$ cat config.mk
export PLATFORM = sky130hd
export DESIGN_NAME = posted_apb_bridge
export DESIGN_NICKNAME = d
export VERILOG_FILES = /design/src/rtl/pab_pkg.sv /design/src/rtl/pab_clk_en.sv /design/src/rtl/pab_wbuf.sv /design/src/rtl/pab_apb_seq.sv /design/src/rtl/posted_apb_bridge.sv
export SDC_FILE = /design/constraint.sdc
export NUM_CORES = 1
export LEC_CHECK = 0
export BUFFER_PORTS_ARGS = -buffer_cell sky130_fd_sc_hd__buf_2
export CAP_MARGIN = 0
export CORE_MARGIN = 2
export CORE_UTILIZATION = 25
export CTS_CLUSTER_DIAMETER = 100
export DETAILED_ROUTE_END_ITERATION = 10
export SKIP_CTS_REPAIR_TIMING = 1
export SLEW_MARGIN = 20
export SYNTH_ARGS = -nofsm -noshare
export SYNTH_HDL_FRONTEND = slang
export SYNTH_HIERARCHICAL = 1
export SYNTH_SLANG_ARGS = --single-unit
$ cat constraint.sdc
create_clock -name clk -period 5.35 [get_ports clk]
set_input_delay 1.605 -clock clk [delete_from_list [all_inputs] [get_ports clk]]
set_output_delay 1.605 -clock clk [all_outputs]
set_load 0.02 [all_outputs]
$ cat src/rtl/pab_pkg.sv
// Shared types for the posted-write AHB to APB bridge.
// Assumes single-beat transfers only; HTRANS encodings are the standard ones.
package pab_pkg;

    // AHB transfer type codes
    localparam logic [1:0] HT_IDLE   = 2'b00;
    localparam logic [1:0] HT_BUSY   = 2'b01;
    localparam logic [1:0] HT_NONSEQ = 2'b10;
    localparam logic [1:0] HT_SEQ    = 2'b11;

    // APB sequencer phases
    typedef enum logic [1:0] {
        AP_IDLE,
        AP_SETUP,
        AP_ACCESS
    } apb_st_t;

    // AHB data-phase states
    typedef enum logic [2:0] {
        AH_IDLE,
        AH_WDATA,
        AH_RWAIT,
        AH_ROK,
        AH_ERR1,
        AH_ERR2
    } ahb_st_t;

endpackage

$ cat src/rtl/pab_clk_en.sv
// APB clock-enable generator.
// Emits a one-cycle pulse every N clk cycles, N taken from div_ratio.
// A ratio of 0 behaves as 1 and a ratio above MAX_DIV behaves as MAX_DIV.
// If the ratio is lowered mid-count, the next cycle pulses at once.
module pab_clk_en #(
    parameter int MAX_DIV = 16,
    parameter int DIV_W   = 5
) (
    input  logic             clk,
    input  logic             rst_n,
    input  logic [DIV_W-1:0] div_ratio,
    output logic             pen
);
    localparam int CNT_W = (MAX_DIV > 2) ? $clog2(MAX_DIV) : 1;

    logic [CNT_W-1:0] lim;
    logic [CNT_W-1:0] cnt;

    // Clamp the requested ratio into the supported range, minus one
    always_comb begin
        if (div_ratio == '0) begin
            lim = '0;
        end else if (div_ratio > DIV_W'(MAX_DIV)) begin
            lim = CNT_W'(MAX_DIV - 1);
        end else begin
            lim = CNT_W'(div_ratio - 1'b1);
        end
    end

    assign pen = (cnt >= lim);

    // Free-running divider counter, restarts after each pulse
    always_ff @(posedge clk) begin
        if (!rst_n) begin
            cnt <= '0;
        end else if (pen) begin
            cnt <= '0;
        end else begin
            cnt <= cnt + 1'b1;
        end
    end

endmodule

$ cat src/rtl/pab_wbuf.sv
// Single-entry posted-write buffer.
// Assumes push is only raised while the entry is empty; pop marks the
// entry empty once its APB access has completed.
module pab_wbuf #(
    parameter int AW = 12,
    parameter int DW = 32
) (
    input  logic          clk,
    input  logic          rst_n,
    input  logic          push,
    input  logic [AW-1:0] push_addr,
    input  logic [DW-1:0] push_data,
    input  logic          pop,
    output logic          valid,
    output logic [AW-1:0] addr,
    output logic [DW-1:0] data
);

    // Occupancy flag: set on push, cleared on pop
    always_ff @(posedge clk) begin
        if (!rst_n) begin
            valid <= 1'b0;
        end else if (push) begin
            valid <= 1'b1;
        end else if (pop) begin
            valid <= 1'b0;
        end
    end

    // Entry payload capture
    always_ff @(posedge clk) begin
        if (!rst_n) begin
            addr <= '0;
            data <= '0;
        end else if (push) begin
            addr <= push_addr;
            data <= push_data;
        end
    end

endmodule

$ cat src/rtl/pab_apb_seq.sv
// APB requester sequencer.
// Runs setup and access phases on the APB clock enable only. A buffered
// write always wins over a read request, so a read can never overtake a
// posted write. All APB outputs are registered and change only when pen is high.
module pab_apb_seq
    import pab_pkg::*;
#(
    parameter int AW = 12,
    parameter int DW = 32
) (
    input  logic          clk,
    input  logic          rst_n,
    input  logic          pen,
    input  logic          wr_valid,
    input  logic [AW-1:0] wr_addr,
    input  logic [DW-1:0] wr_data,
    output logic          wr_done,
    input  logic          rd_req,
    input  logic [AW-1:0] rd_addr,
    output logic          rd_done,
    output logic [DW-1:0] rd_data,
    output logic          rd_err,
    output logic          psel,
    output logic          penable,
    output logic          pwrite,
    output logic [AW-1:0] paddr,
    output logic [DW-1:0] pwdata,
    input  logic [DW-1:0] prdata,
    input  logic          pready,
    input  logic          pslverr
);
    apb_st_t st;
    logic    xfer_done;

    assign xfer_done = pen && (st == AP_ACCESS) && pready;
    assign wr_done   = xfer_done && pwrite;
    assign rd_done   = xfer_done && !pwrite;
    assign rd_data   = prdata;
    assign rd_err    = pslverr;

    // Phase sequencing and APB output registers, advanced on enabled cycles
    always_ff @(posedge clk) begin
        if (!rst_n) begin
            st      <= AP_IDLE;
            psel    <= 1'b0;
            penable <= 1'b0;
            pwrite  <= 1'b0;
            paddr   <= '0;
            pwdata  <= '0;
        end else if (pen) begin
            case (st)
                AP_IDLE: begin
                    if (wr_valid) begin
                        psel   <= 1'b1;
                        pwrite <= 1'b1;
                        paddr  <= wr_addr;
                        pwdata <= wr_data;
                        st     <= AP_SETUP;
                    end else if (rd_req) begin
                        psel   <= 1'b1;
                        pwrite <= 1'b0;
                        paddr  <= rd_addr;
                        st     <= AP_SETUP;
                    end
                end
                AP_SETUP: begin
                    penable <= 1'b1;
                    st      <= AP_ACCESS;
                end
                AP_ACCESS: begin
                    if (pready) begin
                        psel    <= 1'b0;
                        penable <= 1'b0;
                        st      <= AP_IDLE;
                    end
                end
                default: begin
                    psel    <= 1'b0;
                    penable <= 1'b0;
                    st      <= AP_IDLE;
                end
            endcase
        end
    end

endmodule

$ cat src/rtl/posted_apb_bridge.sv
// AHB-Lite subordinate to APB requester bridge with one posted write.
// Writes finish on AHB once captured; reads wait until any buffered write
// has completed on APB, then return PRDATA or a two-cycle error.
// Assumes single-beat transfers and a system where hready reflects the
// completion of the previous data phase.
module posted_apb_bridge
    import pab_pkg::*;
#(
    parameter int ADDR_W  = 12,
    parameter int DATA_W  = 32,
    parameter int MAX_DIV = 16,
    localparam int DIV_W  = $clog2(MAX_DIV + 1)
) (
    input  logic              clk,
    input  logic              rst_n,
    input  logic [DIV_W-1:0]  div_ratio,
    input  logic              hsel,
    input  logic [ADDR_W-1:0] haddr,
    input  logic [1:0]        htrans,
    input  logic              hwrite,
    input  logic [DATA_W-1:0] hwdata,
    input  logic              hready,
    output logic              hreadyout,
    output logic              hresp,
    output logic [DATA_W-1:0] hrdata,
    output logic              pclk_en,
    output logic              psel,
    output logic              penable,
    output logic              pwrite,
    output logic [ADDR_W-1:0] paddr,
    output logic [DATA_W-1:0] pwdata,
    input  logic [DATA_W-1:0] prdata,
    input  logic              pready,
    input  logic              pslverr
);
    ahb_st_t             ah_st;
    logic [ADDR_W-1:0]   dp_addr;
    logic [DATA_W-1:0]   rd_q;
    logic                pen;
    logic                buf_valid;
    logic [ADDR_W-1:0]   buf_addr;
    logic [DATA_W-1:0]   buf_data;
    logic                push;
    logic                wr_done;
    logic                rd_req;
    logic                rd_done;
    logic [DATA_W-1:0]   rd_data;
    logic                rd_err;
    logic                addr_ok;

    pab_clk_en #(
        .MAX_DIV (MAX_DIV),
        .DIV_W   (DIV_W)
    ) u_clk_en (
        .clk       (clk),
        .rst_n     (rst_n),
        .div_ratio (div_ratio),
        .pen       (pen)
    );

    pab_wbuf #(
        .AW (ADDR_W),
        .DW (DATA_W)
    ) u_wbuf (
        .clk       (clk),
        .rst_n     (rst_n),
        .push      (push),
        .push_addr (dp_addr),
        .push_data (hwdata),
        .pop       (wr_done),
        .valid     (buf_valid),
        .addr      (buf_addr),
        .data      (buf_data)
    );

    pab_apb_seq #(
        .AW (ADDR_W),
        .DW (DATA_W)
    ) u_apb_seq (
        .clk      (clk),
        .rst_n    (rst_n),
        .pen      (pen),
        .wr_valid (buf_valid),
        .wr_addr  (buf_addr),
        .wr_data  (buf_data),
        .wr_done  (wr_done),
        .rd_req   (rd_req),
        .rd_addr  (dp_addr),
        .rd_done  (rd_done),
        .rd_data  (rd_data),
        .rd_err   (rd_err),
        .psel     (psel),
        .penable  (penable),
        .pwrite   (pwrite),
        .paddr    (paddr),
        .pwdata   (pwdata),
        .prdata   (prdata),
        .pready   (pready),
        .pslverr  (pslverr)
    );

    assign pclk_en = pen;
    assign addr_ok = hsel && hready && ((htrans == HT_NONSEQ) || (htrans == HT_SEQ));
    assign push    = (ah_st == AH_WDATA) && !buf_valid;
    assign rd_req  = (ah_st == AH_RWAIT);
    assign hrdata  = rd_q;
    assign hresp   = (ah_st == AH_ERR1) || (ah_st == AH_ERR2);

    // Ready for the current data phase, decided by its state
    always_comb begin
        case (ah_st)
            AH_IDLE:  hreadyout = 1'b1;
            AH_WDATA: hreadyout = !buf_valid;
            AH_RWAIT: hreadyout = 1'b0;
            AH_ROK:   hreadyout = 1'b1;
            AH_ERR1:  hreadyout = 1'b0;
            AH_ERR2:  hreadyout = 1'b1;
            default:  hreadyout = 1'b1;
        endcase
    end

    // AHB data-phase tracking: accept address phases and await APB results
    always_ff @(posedge clk) begin
        if (!rst_n) begin
            ah_st   <= AH_IDLE;
            dp_addr <= '0;
            rd_q    <= '0;
        end else if (hreadyout) begin
            if (addr_ok) begin
                dp_addr <= haddr;
                ah_st   <= hwrite ? AH_WDATA : AH_RWAIT;
            end else begin
                ah_st   <= AH_IDLE;
            end
        end else if ((ah_st == AH_RWAIT) && rd_done) begin
            rd_q  <= rd_data;
            ah_st <= rd_err ? AH_ERR1 : AH_ROK;
        end else if (ah_st == AH_ERR1) begin
            ah_st <= AH_ERR2;
        end
    end

endmodule

# Yosys cells after proc, flatten, opt, wreduce, memory -nomap -nowiden
# Cells that the tools add are included.
# Widths: inputs -> output; s select.
# op_classes
addsub	2
mul	0
div_mod_pow	0
order_cmp	2
eq_ne	10
shifts	0
mux	24
bitwise_logic	4
n_reduce_logical	26
# ops
operator	count
$mux 12	2
$mux 3	4
$reduce_and 3->1	4
$mux 2	5
$logic_and 1x1->1	8
$mux 4	2
$mux 1	7
$eq 2x2->1 const B	3
$eq 3x3->1 const B	2
$pmux 1 s3	2
$pmux 2 s3	1
$gt 5x5->1 const B	1
$logic_not 5->1	1
$add 4x1->4 const B	1
$ge 4x4->1	1
$not 1->1	4
$reduce_and 2->1	2
$reduce_and 4->1	1
$reduce_bool 2->1	2
$reduce_or 2->1	2
$sub 4x1->4 const B	1
$eq 3x1->1 const B	1
$eq 3x2->1 const B	1
$ne 3x3->1 const B	1
7 further kinds	9
# totals
ff_bits	145
latchBits	0
ramBits	0
mem_bits_ro	0
inputBits	90
out_inout_bits	82
wordCells	81
n_memories	0

# Logic depth before layout (Yosys ltp)
# depth
ltp_word	10
depth_mapped	15
depth_no_buf	13

# Hierarchy
# The synthesis kept the hierarchy.
# by_module_without_submodules
mod	instances	cells_each	area_per_inst_um2	seq_area_each_um2
pab_apb_seq	1	260	2237.1	980.9
posted_apb_bridge	1	217	1914.3	940.9
pab_wbuf	1	144	1736.7	900.9
pab_clk_en	1	41	351.6	80.1

# Worst setup path before layout
# No wires, ideal clock.
# synth_path
kind	input to output
from	input port div_ratio[0]
to	output port pclk_en
arrival_ns	3.551
required_ns	3.745
setup_slack_ns	0.194
path_stages	8
path_buffers	0
cell_sequence	inv_1 > ha_1 > nor2b_2 > nor2b_4 > maj3_2 > ha_1 > o211ai_1 > o21ai_0
# synth_between
elab_chain_len	4
elab_cells_between_ends	6
classes_between	add/sub: 1; order compare: 2; mux: 2; reduce/logical: 1
# synth_rtl
item	line	rtl
start, declared	posted_apb_bridge.sv:16	input logic [DIV_W-1:0] div_ratio,
$sub 4x1->4 or $gt 5x5->1 (tied branches)	pab_clk_en.sv:26, pab_clk_en.sv:23	
$mux 4	pab_clk_en.sv:23	end else if (div_ratio > DIV_W'(MAX_DIV)) begin
$mux 4 (*)	pab_clk_en.sv:21	if (div_ratio == '0) begin
$ge 4x4->1 (*)	pab_clk_en.sv:30	assign pen = (cnt >= lim);
end, declared	posted_apb_bridge.sv:26	output logic pclk_en,
# Mark *: on every way between the ends. The rest lies on a longest branch, timed or not.

# Worst setup path after layout
# Ends and elaborated chain as after synthesis.

==> metrics.txt <==
status completed; WP data arrival 3.43 ns; number of global-route vias before repair around 4,500; Critical Path Fanout Max 3; Clock Tree Root clkbuf_16; Worst Min Path Start u_apb_seq/pwdata[28]; critical path launch point type input pin; FFs w/ async S/R, synth 0; Layout area overhead 22.90%; post-route cell area ~7700 um^2; CTS buffer count 17; number of I/O port buffers 170; CP top delay family adder cells; final hold vios 0; WL/cell ~13 um; CP endpoint kind output pin; Post-Syn Area roughly 6200 um^2; clk_lat worst skew just over 0.4 ns; CTS tree yes; gr usage total 0.1084; DRC Markers 0; Die W between 150 and 200 um; worst path bufs/invs 3; final net count around 900; initial drt markers 200; R2R depth 11; drt total wl roughly 14,000 um; Synth top area share 0.4652; worst r2r src u_clk_en/cnt[0]; hold path endpoint u_apb_seq/pwdata[28]; io pins roughly 170; fin crit share 0.9409; most frequent cells in the layout 169 x buf_2, 145 x dfxtp_1, 126 x nand2_1; CP Class in2out; Synth Warn # 6; clock-pin slew on the worst setup and hold paths 0.06 ns; Largest stage delay, worst path approximately 0.30 ns; minimum clock period 5.034 ns; slowest CP cell maj3_2; placed cell areas 7076 um^2; ANT nets after route 0; largest cells by area after synthesis dfxtp_1 47%, mux2i_1 11%, nand2_1 7.6%, nor2b_1 4.9%, buf_4 4.0%; Final Max Slew Viols 0; Rel. slew slack 0.4333; accumulated negative setup slack 0 ns; Via density between 4 and 5; Cell Pwr Density 316.5 nW/um^2; Std-Cell Rows 57; VDD IR-drop max approximately 0.15 mV; first-pass GRT wire length about 23,000 um; Sink Count 145; crit path cell chain buf_2 -> inv_1 -> ha_1 -> nor2b_2 -> nor2b_4 -> maj3_2 -> ha_1 -> o211ai_1 -> o21ai_0 -> buf_2; largest area contributor in the netlist dfxtp_1; grt total ovfl 0; proportion of layout cells with a drive suffix above 1 0.2821; Yosys cell types 51; pin slew with the least headroom to its limit roughly 0.85 ns; die area 26,240 um^2; Cells on Worst Hold Path 2; Die Ht approximately 160 um; DR vias 4,753; largest net degree at the start of global routing between 70 and 80; antenna violations before repair 4; DR pass1 iterations 4; Initial Util 0.2558; Mapped Nets ~760; DP Wirelength ~9400 um; Post-synth EDFFs 0; Setup-failing EPs final 0; core region area 24,390 um^2; Reg-to-Reg End hrdata[31]; MaxCap Viol Count 0; most common cell after layout, fill and taps aside buf_2; Worst Path Required about 3.7 ns; Setup WS post-layout about 0.32 ns; FMAX just under 0.2 GHz; Seq/Total Area, Yosys 0.4652; Final Skew approximately 0.013 ns; fill count 2,561; R2R setup slack 2.66 ns; worst min path class reg2reg; Place WS ~0.28 ns; sequential cell area roughly 2900 um^2; Yosys reg bits between 100 and 150; Pleak 3.141 nW; CTS H-Tree Depth 4; Max Buffers Root-to-Sink 2; gpl congestion 0.7339; RSZ-0062 raised after global routing false; Synth Instances around 660; Avg Cell Area, Syn approximately 9.4 um^2; Synth Flop Type dfxtp_1; area of the multi-input gates approximately 2800 um^2
[metal layers]
layer  part of all wire  global-route usage  vias to the layer above
met2               0.41              0.1588                      145
met1               0.51              0.1457                     2140
li1                   -                   -                     2449
met3              0.073             0.04035                       15
met4              0.011             0.03862                        4
met5             0.0019                   0                        -
[cell type report]
type | count | area share
repair buffers | 182 | 0.1247
well taps | 324 | 0.05286
inverters | 7 | 0.003426
clock inverters | 11 | 0.02023
flip-flops and latches | 145 | 0.3785
clock buffers | 19 | 0.05645
multi-input cells | 430 | 0.3632
diodes | 2 | 0.0006526
[worst max path at each step]
stage	startpoint	to	depth (start not counted)
after floorplan	div_ratio[0]	pclk_en	8
after CTS	div_ratio[0]	pclk_en	10
final	div_ratio[0]	pclk_en	10
after detailed placement	div_ratio[0]	pclk_en	10
after global routing	div_ratio[0]	pclk_en	10
after global placement	div_ratio[0]	pclk_en	10
[synthesized netlist by cell type (2+ instances only)]
| library cell | count |
|---|---|
| buf_12 | 4 |
| nor3b_1 | 2 |
| nor2b_1 | 49 |
| nand3_1 | 46 |
| nor2_1 | 8 |
| a21oi_1 | 4 |
| ha_1 | 6 |
| nor3b_2 | 3 |
| and4bb_1 | 2 |
| buf_6 | 5 |
| dfxtp_1 | 145 |
| a21boi_1 | 23 |
| mux2i_1 | 69 |
| buf_1 | 2 |
| and2_1 | 2 |
| buf_4 | 33 |
| o2bb2ai_1 | 2 |
| o211a_1 | 12 |
| o211ai_1 | 2 |
| nand2_1 | 126 |
| o21ai_1 | 34 |
| o21a_1 | 2 |
| nand3b_1 | 2 |
| buf_2 | 16 |
| a21boi_0 | 10 |
| nor3_1 | 3 |
| clkbuf_1 | 20 |
| inv_1 | 7 |
[registers in the layout, summed over array words and instances (netlist names)]
name and count:
hrdata 32, u_apb_seq/pwdata 32, u_wbuf/data 32, dp_addr 12, u_apb_seq/paddr 12, u_wbuf/addr 12
u_clk_en/cnt 4, ah_st 3, u_apb_seq/st 2, u_apb_seq/penable 1, u_apb_seq/psel 1, u_apb_seq/pwrite 1
u_wbuf/valid 1
[worst min-delay path: stages (launching register included)]
cell	delay, ns
dfxtp_1	0.31
nand2_1	0.05
o21ai_1	0.05
[cell families (layout without fill, tap and decap cells)]
family / count (synthesis) / count (layout) / synth area share
buffers and inverters: 87 / 219 / 0.09184
DFF: 145 / 145 / 0.4652
xor gates and xnor gates: 2 / 2 / 0.002808
other: 0 / 2 / 0
muxes: 69 / 69 / 0.1107
and+or+nand+nor: 257 / 257 / 0.2109
AOI/OAI and AO/OA: 95 / 95 / 0.1047
adders and majority gates: 7 / 7 / 0.01384
[report_power, final]
part / total [mW] / switching (mW) / internal (mW)
logic: 0.122 / 0.0619 / 0.0601
registers: 1.10 / 0.00844 / 1.09
clock network: 1.21 / 0.472 / 0.735
[through the flow]
| stage | util | hold WS (ns) | std cells | total power [mW] |
|---|---|---|---|---|
| global placement | 0.2901 | 0.4323 | 1088 | 1.245 |
| detailed placement | 0.2901 | 0.4374 | 1088 | 1.247 |
| finish | 0.3144 | 0.4426 | 1120 | 2.427 |
| floorplan | - | 0.4297 | 662 | 1.213 |
| global route | 0.3144 | 0.4665 | 1120 | 2.532 |
| CTS | 0.3142 | 0.4477 | 1118 | 2.479 |
Power figures use the tool's default switching activity.
